`src/rtl/irq_fanin_latch.sv`:
```
module irq_fanin_latch #(
  parameter bit LEVEL_MODE = 1'b0,
  parameter int ADDR_W     = 5
) (
  input  logic              clk,
  input  logic              rst_n,
  input  logic [31:0]       src_i,
  input  logic              bus_wr,
  input  logic [ADDR_W-1:0] bus_addr,
  input  logic [31:0]       bus_wdata,
  output logic [31:0]       bus_rdata,
  output logic              irq_o
);
  localparam logic [ADDR_W-1:0] A_STAT = ADDR_W'(0);
  localparam logic [ADDR_W-1:0] A_ACK  = ADDR_W'(8);
  localparam logic [ADDR_W-1:0] A_MSK  = ADDR_W'(LEVEL_MODE ? 4  : 12);
  localparam logic [ADDR_W-1:0] A_SET  = ADDR_W'(LEVEL_MODE ? 8  : 16);
  localparam logic [ADDR_W-1:0] A_CLR  = ADDR_W'(LEVEL_MODE ? 12 : 20);

  logic [31:0] sync1, sync2, mask_q, stat_v;

  wire hit_set = bus_wr && (bus_addr == A_SET);
  wire hit_clr = bus_wr && (bus_addr == A_CLR);
  wire hit_ack = !LEVEL_MODE && bus_wr && (bus_addr == A_ACK);

  always_ff @(posedge clk) begin
    if (!rst_n) begin
      sync1 <= '0;
      sync2 <= '0;
    end else begin
      sync1 <= src_i;
      sync2 <= sync1;
    end
  end

  always_ff @(posedge clk) begin
    if (!rst_n)
      mask_q <= '1;
    else
      mask_q <= (mask_q | (hit_set ? bus_wdata : 32'h0)) &
                ~(hit_clr ? bus_wdata : 32'h0);
  end

  generate
    if (LEVEL_MODE) begin : g_level
      assign stat_v = sync2;
    end else begin : g_latch
      logic [31:0] prev_q, stat_q;
      always_ff @(posedge clk) begin
        if (!rst_n) begin
          prev_q <= '0;
          stat_q <= '0;
        end else begin
          prev_q <= sync2;
          stat_q <= (stat_q & ~(hit_ack ? bus_wdata : 32'h0)) | (sync2 & ~prev_q);
        end
      end
      assign stat_v = stat_q;
    end
  endgenerate

  always_comb begin
    bus_rdata = '0;
    if (bus_addr == A_STAT)     bus_rdata = stat_v;
    else if (bus_addr == A_MSK) bus_rdata = mask_q;
  end

  assign irq_o = |(stat_v & ~mask_q);
endmodule


```
`config.mk`:
```
export PLATFORM = sky130hd
export DESIGN_NAME = irq_fanin_latch
export DESIGN_NICKNAME = d
export VERILOG_FILES = /design/src/rtl/irq_fanin_latch.sv
export SDC_FILE = /design/constraint.sdc
export NUM_CORES = 1
export LEC_CHECK = 0
export BUFFER_PORTS_ARGS = -buffer_cell sky130_fd_sc_hd__buf_2
export CORE_MARGIN = 1
export CORE_UTILIZATION = 45
export CTS_CLUSTER_SIZE = 28
export DETAILED_ROUTE_END_ITERATION = 6
export PLACE_DENSITY_LB_ADDON = 0.12
export SLEW_MARGIN = 20
export SYNTH_ARGS = -nofsm -noshare
export SYNTH_HDL_FRONTEND = slang
export SYNTH_SLANG_ARGS = --single-unit
```
`constraint.sdc`:
```
create_clock -name clk -period 4 [get_ports clk]
set_clock_uncertainty 0.15 [all_clocks]
set_input_delay 1.2 -clock clk [delete_from_list [all_inputs] [get_ports clk]]
set_output_delay 1.2 -clock clk [all_outputs]
set_load 0.01 [all_outputs]
```
After elaboration in Yosys (flattened, before gate mapping)
Cells that the tools add are included.
Widths: inputs -> output; s select.
- output and inout bits: 33
- input bits: 72
- memories kept: 0
- bits in latches: 0
- flip-flop bits (word level): 160
- word-level logic and storage cells: 29
- ROM bits: 0
- bits in writable memories: 0
- multiply operators: 0
- magnitude comparators: 0
- mux-type cells: 5
- divide/modulo/power cells: 0
- add/sub/neg operators: 0
- shift-type cells: 0
- bitwise logic cells: 10
- reductions and logical operators: 5
- equal/unequal tests: 4
- operators by type and width (cell ; count):
    $mux 32 ; 5
    $and 32x32->32 ; 4
    $not 32->32 ; 4
    $or 32x32->32 ; 2
    $reduce_or 32->1 ; 1
    $eq 5x4->1 const B ; 2
    $eq 5x5->1 const B ; 2
    $logic_not 5->1 ; 1
    $logic_and 1x1->1 ; 3

Logic depth before layout (Yosys ltp)
Gate-level depths: netlist of the first run.
- depth after elaboration: 6
- mapped depth: 6
- depth with buffers taken out: 4

Worst setup path after synthesis of the first run
OpenSTA, ideal clock, no wires.
- path kind: input to output
- start point: input port bus_addr[4]
- end point: output port bus_rdata[0]
- stages: 5
- slack: 581 ps
- required time: 2650 ps
- arrival: 2069 ps
- buffers on the path: 2
- cell sequence: nor3_2 > and3_1 > clkbuf_1 > buf_2 > a22o_1
- longest elaborated chain between the ends: 3
- elaborated cells between the ends (all ways): 4
- classes of those cells: eq/ne (1); mux (2); reduce/logical (1)
- ends and longest elaborated chain (item ; RTL line ; source):
    from (decl) ; 9 ; input logic [ADDR_W-1:0] bus_addr,
    $eq 5x4->1 ; 65 ; else if (bus_addr == A_MSK) bus_rdata = mask_q;
    $mux 32 ; 65 ;
    $mux 32 * ; 64 ; if (bus_addr == A_STAT) bus_rdata = stat_v;
    to (decl) ; 11 ; output logic [31:0] bus_rdata,
Mark *: on every way between the ends. The rest lies on a longest branch, timed or not.

Worst setup path in the final report of the first run
- start point: input port bus_addr[1]
- end point: output port bus_rdata[10]
The elaborated chain is that of the path after synthesis.

==> summary.txt, run 1 <==
Logic synthesis
  – Cells after Synth: 578
  – Async SR Flop Fraction: 0
  – Seq/Total Area, Yosys: 0.5628
  – Ys flop type: dfxtp_1
  – Synth unique cells: 21
  – Yosys warnings: 0
  – Synth Area per Inst: roughly 9.8 sq um
  – Mapped cell area: 5692 sq um
  – Syn Nets: 650
  – EDFF count, synth: 0
  – Seq cells post-synth: 160

Routing
  – DRT Pass-1 Iters: 4
  – Via count: 4,368
  – Final wirelength: 12,960 um
  – Initial DRC Count: 344
  – Routed Antenna Nets: 0
  – DR WL/cell: 15.19 um
  – Residual DRC: 0
  – Routed vias/inst: 5.121

Layout
  – Post-layout util: 0.5679
  – Area Growth Syn to Fin: 21.35%
  – Fillers: between 1,000 and 1,500
  – Multi-input gate area: 2042 sq um
  – # nets final: about 740
  – Layout cell share with drive strength beyond 1: 0.2105
  – Flip-flop and latch area: roughly 3200 sq um

Floorplan
  – Top Ports: 105
  – Core area: 12,160 sq um
  – FP Rows: 40
  – Die Wd: around 110 um
  – Initial Utilization: 0.4680
  – Die area: 13,100 sq um
  – Die Y: ~110 um

Global routing
  – Vias in the first global route: around 4,200
  – Initial antenna violation count: 2
  – Grt total ovfl: 0
  – Largest net degree at the start of global routing: 74
  – GR Layer Usage met2: 0.3410
  – Gr busiest metal: met2
  – Met3 Use GR: 0.05294
  – First-pass GRT wire length: 20,810 um
  – Grt met1 use: 0.2588
  – Total GRT Usage: 0.2102

Power
  – Peak supply drop: 0.3313 mV
  – Lkg Pwr: 0.002962 uW
  – Power per standard cell area: ~500 nW/um^2

Min path
  – Hold Startpoint: sync1[28]$_SDFF_PN0_
  – WHS Path Cells: 1
  – HP Class: register to register

Clock tree
  – Clock Path Buffers: 2
  – Clk root buf: clkbuf_16
  – TritonCTS Buffers: 17
  – H-tree depth: 4
  – CTS tree: yes
  – Clk slew on worst S/H paths: 0.05 ns
  – # hold bufs at CTS: 0
  – Worst-Skew Late Latency: approximately 0.42 ns
  – Post-CTS Repair Setup Buffers: 0
  – Post-CTS Resized: 0
  – CTS sink cnt: 160

Setup path
  – FF-to-FF Start: sync2[27]$_SDFF_PN0_
  – CP Cell Sequence: buf_2 > nor3_2 > nor3b_4 > buf_4 > a22o_1 > buf_2
  – CP max stage delay: 0.28 ns
  – R2r worst-path depth: 2
  – Crit path capture type: primary output
  – Slowest CP cell: buf_4
  – WP data arrival: 2.40 ns
  – Startpoint Class: input port
  – Setup crit end: bus_rdata[10]
  – Register-to-Register Setup Slack: 3.08 ns
  – Critical Path RT: approximately 2.7 ns
  – RR Endpoint: g_latch.stat_q[27]$_SDFF_PN0_
  – CP max FO: 18
  – WP buf/inv: 3
  – Start point of the critical path: bus_addr[1]
  – Critical path class: input port to primary output
  – Worst path top cell family by delay: buffers and inverters
  – WP depth: 6
  – CP dominant cell by count: buf_2

Placed design
  – GPL Wtd Cong: between 0.8 and 0.9
  – Port buffer count: 104
  – Setup WS pre-CTS: approximately 0.27 ns
  – Final HPWL DP: 8809 um

Timing
  – Final min period: 3.746 ns
  – Setup-failing EPs final: 0
  – Final worst setup slack: 0.2542 ns
  – Fmax achieved: 0.2670 GHz
  – WHS: 0.2803 ns
  – Final period util: 0.9365
  – Total negative setup slack: 0 ns
  – Slew @ Worst Pin: 0.6432 ns
  – Unrepaired setup endpoints after global routing: no
  – Slew margin rel.: 0.5712
  – Hold Vio Cnt, Final: 0
  – Slew Viols, Final: 0

Run
  – Max Cap Viol: 0

Run status
  – Status: finished, final reports clean
==> metrics by stage <==
step           instances  total power [uW]  cell area (sq um)
3_3_place_gp         821              1892               6314
3_5_place_dp         821              1898               6314
6_report             853              3467               6907
5_1_grt              853              3602               6907
2_1_floorplan        578              1813               5692
4_1_cts              852              3506               6904
==> layout make-up <==
cell class / instances / area share
flip-flops and latches: 160 / 0.4638
multi-input cells: 314 / 0.2957
repair buffers: 115 / 0.08949
clock buffers: 25 / 0.07029
inverters: 64 / 0.03478
well taps: 168 / 0.03043
clock inverters: 6 / 0.01522
diodes: 1 / 0.0003623
==> cells in the mapped netlist (all sizes together), types with 4 or more instances <==
cell type | count | share of area
nand2 | 64 | 0.042
inv | 64 | 0.042
o211ai | 32 | 0.042
buf | 15 | 0.021
o22ai | 16 | 0.018
and2 | 96 | 0.11
dfxtp | 160 | 0.56
a22o | 32 | 0.049
clkbuf | 25 | 0.017
a32o | 32 | 0.056
nand3 | 32 | 0.028
nor4 | 4 | 0.0044
==> worst min-delay path by stage <==
stage / endpoint / slack, ns
2_1_floorplan: sync2[0]$_SDFF_PN0_ / 0.26
3_3_place_gp: sync2[26]$_SDFF_PN0_ / 0.26
3_5_place_dp: sync2[5]$_SDFF_PN0_ / 0.27
4_1_cts: sync2[28]$_SDFF_PN0_ / 0.28
5_1_grt: sync2[0]$_SDFF_PN0_ / 0.29
6_report: sync2[28]$_SDFF_PN0_ / 0.28
==> where the power goes <==
group | switching, uW | total [uW] | leakage (uW) | internal, uW
Combinational | 94.1 | 177 | 0.00136 | 83.3
Sequential | 28.4 | 1680 | 0.00131 | 1660
Clock | 581 | 1610 | 0.000291 | 1020
Total | 703 | 3470 | 0.00296 | 2760
==> sequential cells by signal, indices dropped and copies added (netlist names) <==
name            count
sync1              32
mask_q             32
g_latch.prev_q     32
g_latch.stat_q     32
sync2              32
==> metal layers <==
layer,part of all wire,up-vias
met3,0.051,24
met4,0.023,2
met2,0.48,129
li1,-,2151
met1,0.45,2062
met5,0.00093,-
==> cells in the final DEF, fill, tap and decap left out, types with 3 or more instances in the layout <==
| cell type | instances |
|---|---|
| a22o_1 | 32 |
| a32o_1 | 32 |
| and2_1 | 96 |
| buf_2 | 103 |
| buf_4 | 11 |
| bufinv_16 | 3 |
| clkbuf_1 | 5 |
| clkbuf_16 | 17 |
| clkbuf_8 | 3 |
| clkinv_2 | 3 |
| dfxtp_1 | 160 |
| inv_1 | 64 |
| nand2_1 | 64 |
| nand3_1 | 32 |
| nor4_1 | 4 |
| o211ai_1 | 32 |
| o22ai_1 | 16 |
==> logic make-up after synthesis <==
group                  after synthesis  synth area share
AO/OA/AOI/OAI                      112            0.1653
AND/OR/NAND/NOR                    202            0.1923
buffers and inverters              104           0.07958
flip-flops                         160            0.5628
Power figures use the tool's default switching activity.
==> run 2: changes to the inputs <==
--- a/config.mk
+++ b/config.mk
@@ -6,11 +6,10 @@
 export NUM_CORES = 1
 export LEC_CHECK = 0
 export BUFFER_PORTS_ARGS = -buffer_cell sky130_fd_sc_hd__buf_2
-export CORE_MARGIN = 1
 export CORE_UTILIZATION = 45
 export CTS_CLUSTER_SIZE = 28
 export DETAILED_ROUTE_END_ITERATION = 6
-export PLACE_DENSITY_LB_ADDON = 0.12
+export PLACE_DENSITY_LB_ADDON = 0.15
 export SLEW_MARGIN = 20
 export SYNTH_ARGS = -nofsm -noshare
 export SYNTH_HDL_FRONTEND = slang
==> run 2 against run 1 <==
Effect of this change: die area stayed put; power rose by 0.93%; hold slack worse by 0.0011 ns; worst setup slack lost 0.14 ns; critical path type unchanged.
==> summary.txt, run 2 (synthesis results as in run 1) <==
Timing
  – Setup-failing EPs final: 0
  – Hold Vio Cnt, Final: 0
  – Slew @ Worst Pin: 0.4431 ns
  – Slew margin rel.: 0.7046
  – Final period util: 0.9709
  – Slew Viols, Final: 0
  – Unrepaired setup endpoints after global routing: no
  – Final min period: between 3 and 4 ns
  – Final worst setup slack: about 0.12 ns
  – Fmax achieved: 0.2575 GHz
  – Total negative setup slack: 0 ns

Clock tree
  – Post-CTS Resized: 0
  – Clk slew on worst S/H paths: 0.06 ns
  – CTS tree: yes
  – Worst-Skew Late Latency: 0.42 ns
  – Clk root buf: clkbuf_16
  – Clock Path Buffers: 2
  – # hold bufs at CTS: 0
  – H-tree depth: 4
  – Post-CTS Repair Setup Buffers: 0
  – CTS sink cnt: 160
  – TritonCTS Buffers: 17

Floorplan
  – FP Rows: 40
  – Die Y: 114.5 um
  – Top Ports: 105
  – Core area: 12,160 sq um
  – Initial Utilization: 0.4680
  – Die area: 13,100 sq um
  – Die Wd: about 110 um

Routing
  – Residual DRC: 0
  – Routed Antenna Nets: 0
  – Routed vias/inst: 5.002
  – Initial DRC Count: 229
  – DRT Pass-1 Iters: 5
  – DR WL/cell: 15.05 um
  – Final wirelength: 12,830 um
  – Via count: ~4,300

Power
  – Power per standard cell area: 504.6 nW/um^2
  – Lkg Pwr: around 0.0030 uW
  – Peak supply drop: 0.3081 mV

Placed design
  – GPL Wtd Cong: ~0.79
  – Port buffer count: 104
  – Final HPWL DP: 8901 um
  – Setup WS pre-CTS: 0.1103 ns

Setup path
  – CP max FO: 13
  – Startpoint Class: input port
  – Critical Path RT: 2.65 ns
  – WP data arrival: 2.53 ns
  – Register-to-Register Setup Slack: approximately 3.1 ns
  – Crit path capture type: primary output
  – Critical path class: input port to primary output

Layout
  – Commonest non-fill, non-tap cell in the layout: dfxtp_1
  – Commonest cells after routing, fill and taps aside: 160 x dfxtp_1, 103 x buf_2, 96 x and2_1
  – Layout cell share with drive strength beyond 1: 0.2120
  – # nets final: 743
  – Area Growth Syn to Fin: 21.85%
  – Antenna cell count: 0

Global routing
  – Grt total ovfl: 0
  – Vias in the first global route: approximately 4,200
  – Total GRT Usage: 0.2106
  – First-pass GRT wire length: 20,560 um
  – Initial antenna violation count: 0
  – Largest net degree at the start of global routing: 87

Run status
  – Status: finished, final reports clean

Min path
  – HP Class: register to register

Run
  – Max Cap Viol: 0
## run 2: changes by cell type in the layout (fill, tap and decap cells not counted), moves of 2 or more
cell / delta
buf_4: -3
clkinvlp_4: +2
buf_12: +2
clkbuf_8: -3
## run 2: power breakdown
part	total, uW	leakage [uW]	switching [uW]	internal [uW]
clock	1640	0.000291	600	1040
combinational	176	0.00136	92.3	83.4
sequential	1680	0.00131	29.0	1660
## run 2: final cells by class
type	instances	area, sq um
clock buffer	21	440.4
tap	168	210.2
timing repair buffer	114	635.6
sequential	160	3203
clock inverter	11	163.9
inverter	64	240.2
fill	1076	5226
multi-input combinational	314	2042
## run 2: worst paths after layout
path                                                      end  depth (start not counted)                  from
worst max-delay path                             bus_rdata[5]                          6           bus_addr[4]
worst min-delay path                      sync2[2]$_SDFF_PN0_                          1   sync1[2]$_SDFF_PN0_
worst max register to register  g_latch.stat_q[27]$_SDFF_PN0_                          2  sync2[27]$_SDFF_PN0_
worst min register to register            sync2[2]$_SDFF_PN0_                          1   sync1[2]$_SDFF_PN0_
## run 2: critical path: stages
cell and delay, ns:
buf_2 0.11, nor3_2 0.26, and3_1 0.40, buf_4 0.26, a22o_1 0.17, buf_2 0.13
## run 2: per-stage QoR
stage                     area (sq um)  hold WS [ns]  utilization  instances  power [uW]
after global routing              6935        0.2900       0.5703        852        3635
after floorplan                   5692        0.2619            -        578        1813
final                             6935        0.2792       0.5703        852        3499
after global placement            6331        0.2637       0.5206        820        1892
after detailed placement          6331        0.2669       0.5206        820        1897
after CTS                         6935        0.2813       0.5703        852        3537
## run 2: per-layer routing
metal,track usage,part of all wire,vias to the layer above
met4,0.1212,0.015,0
met3,0.04447,0.051,16
met1,0.2547,0.45,1974
met2,0.3479,0.49,109
li1,-,-,2163
met5,0,0,-
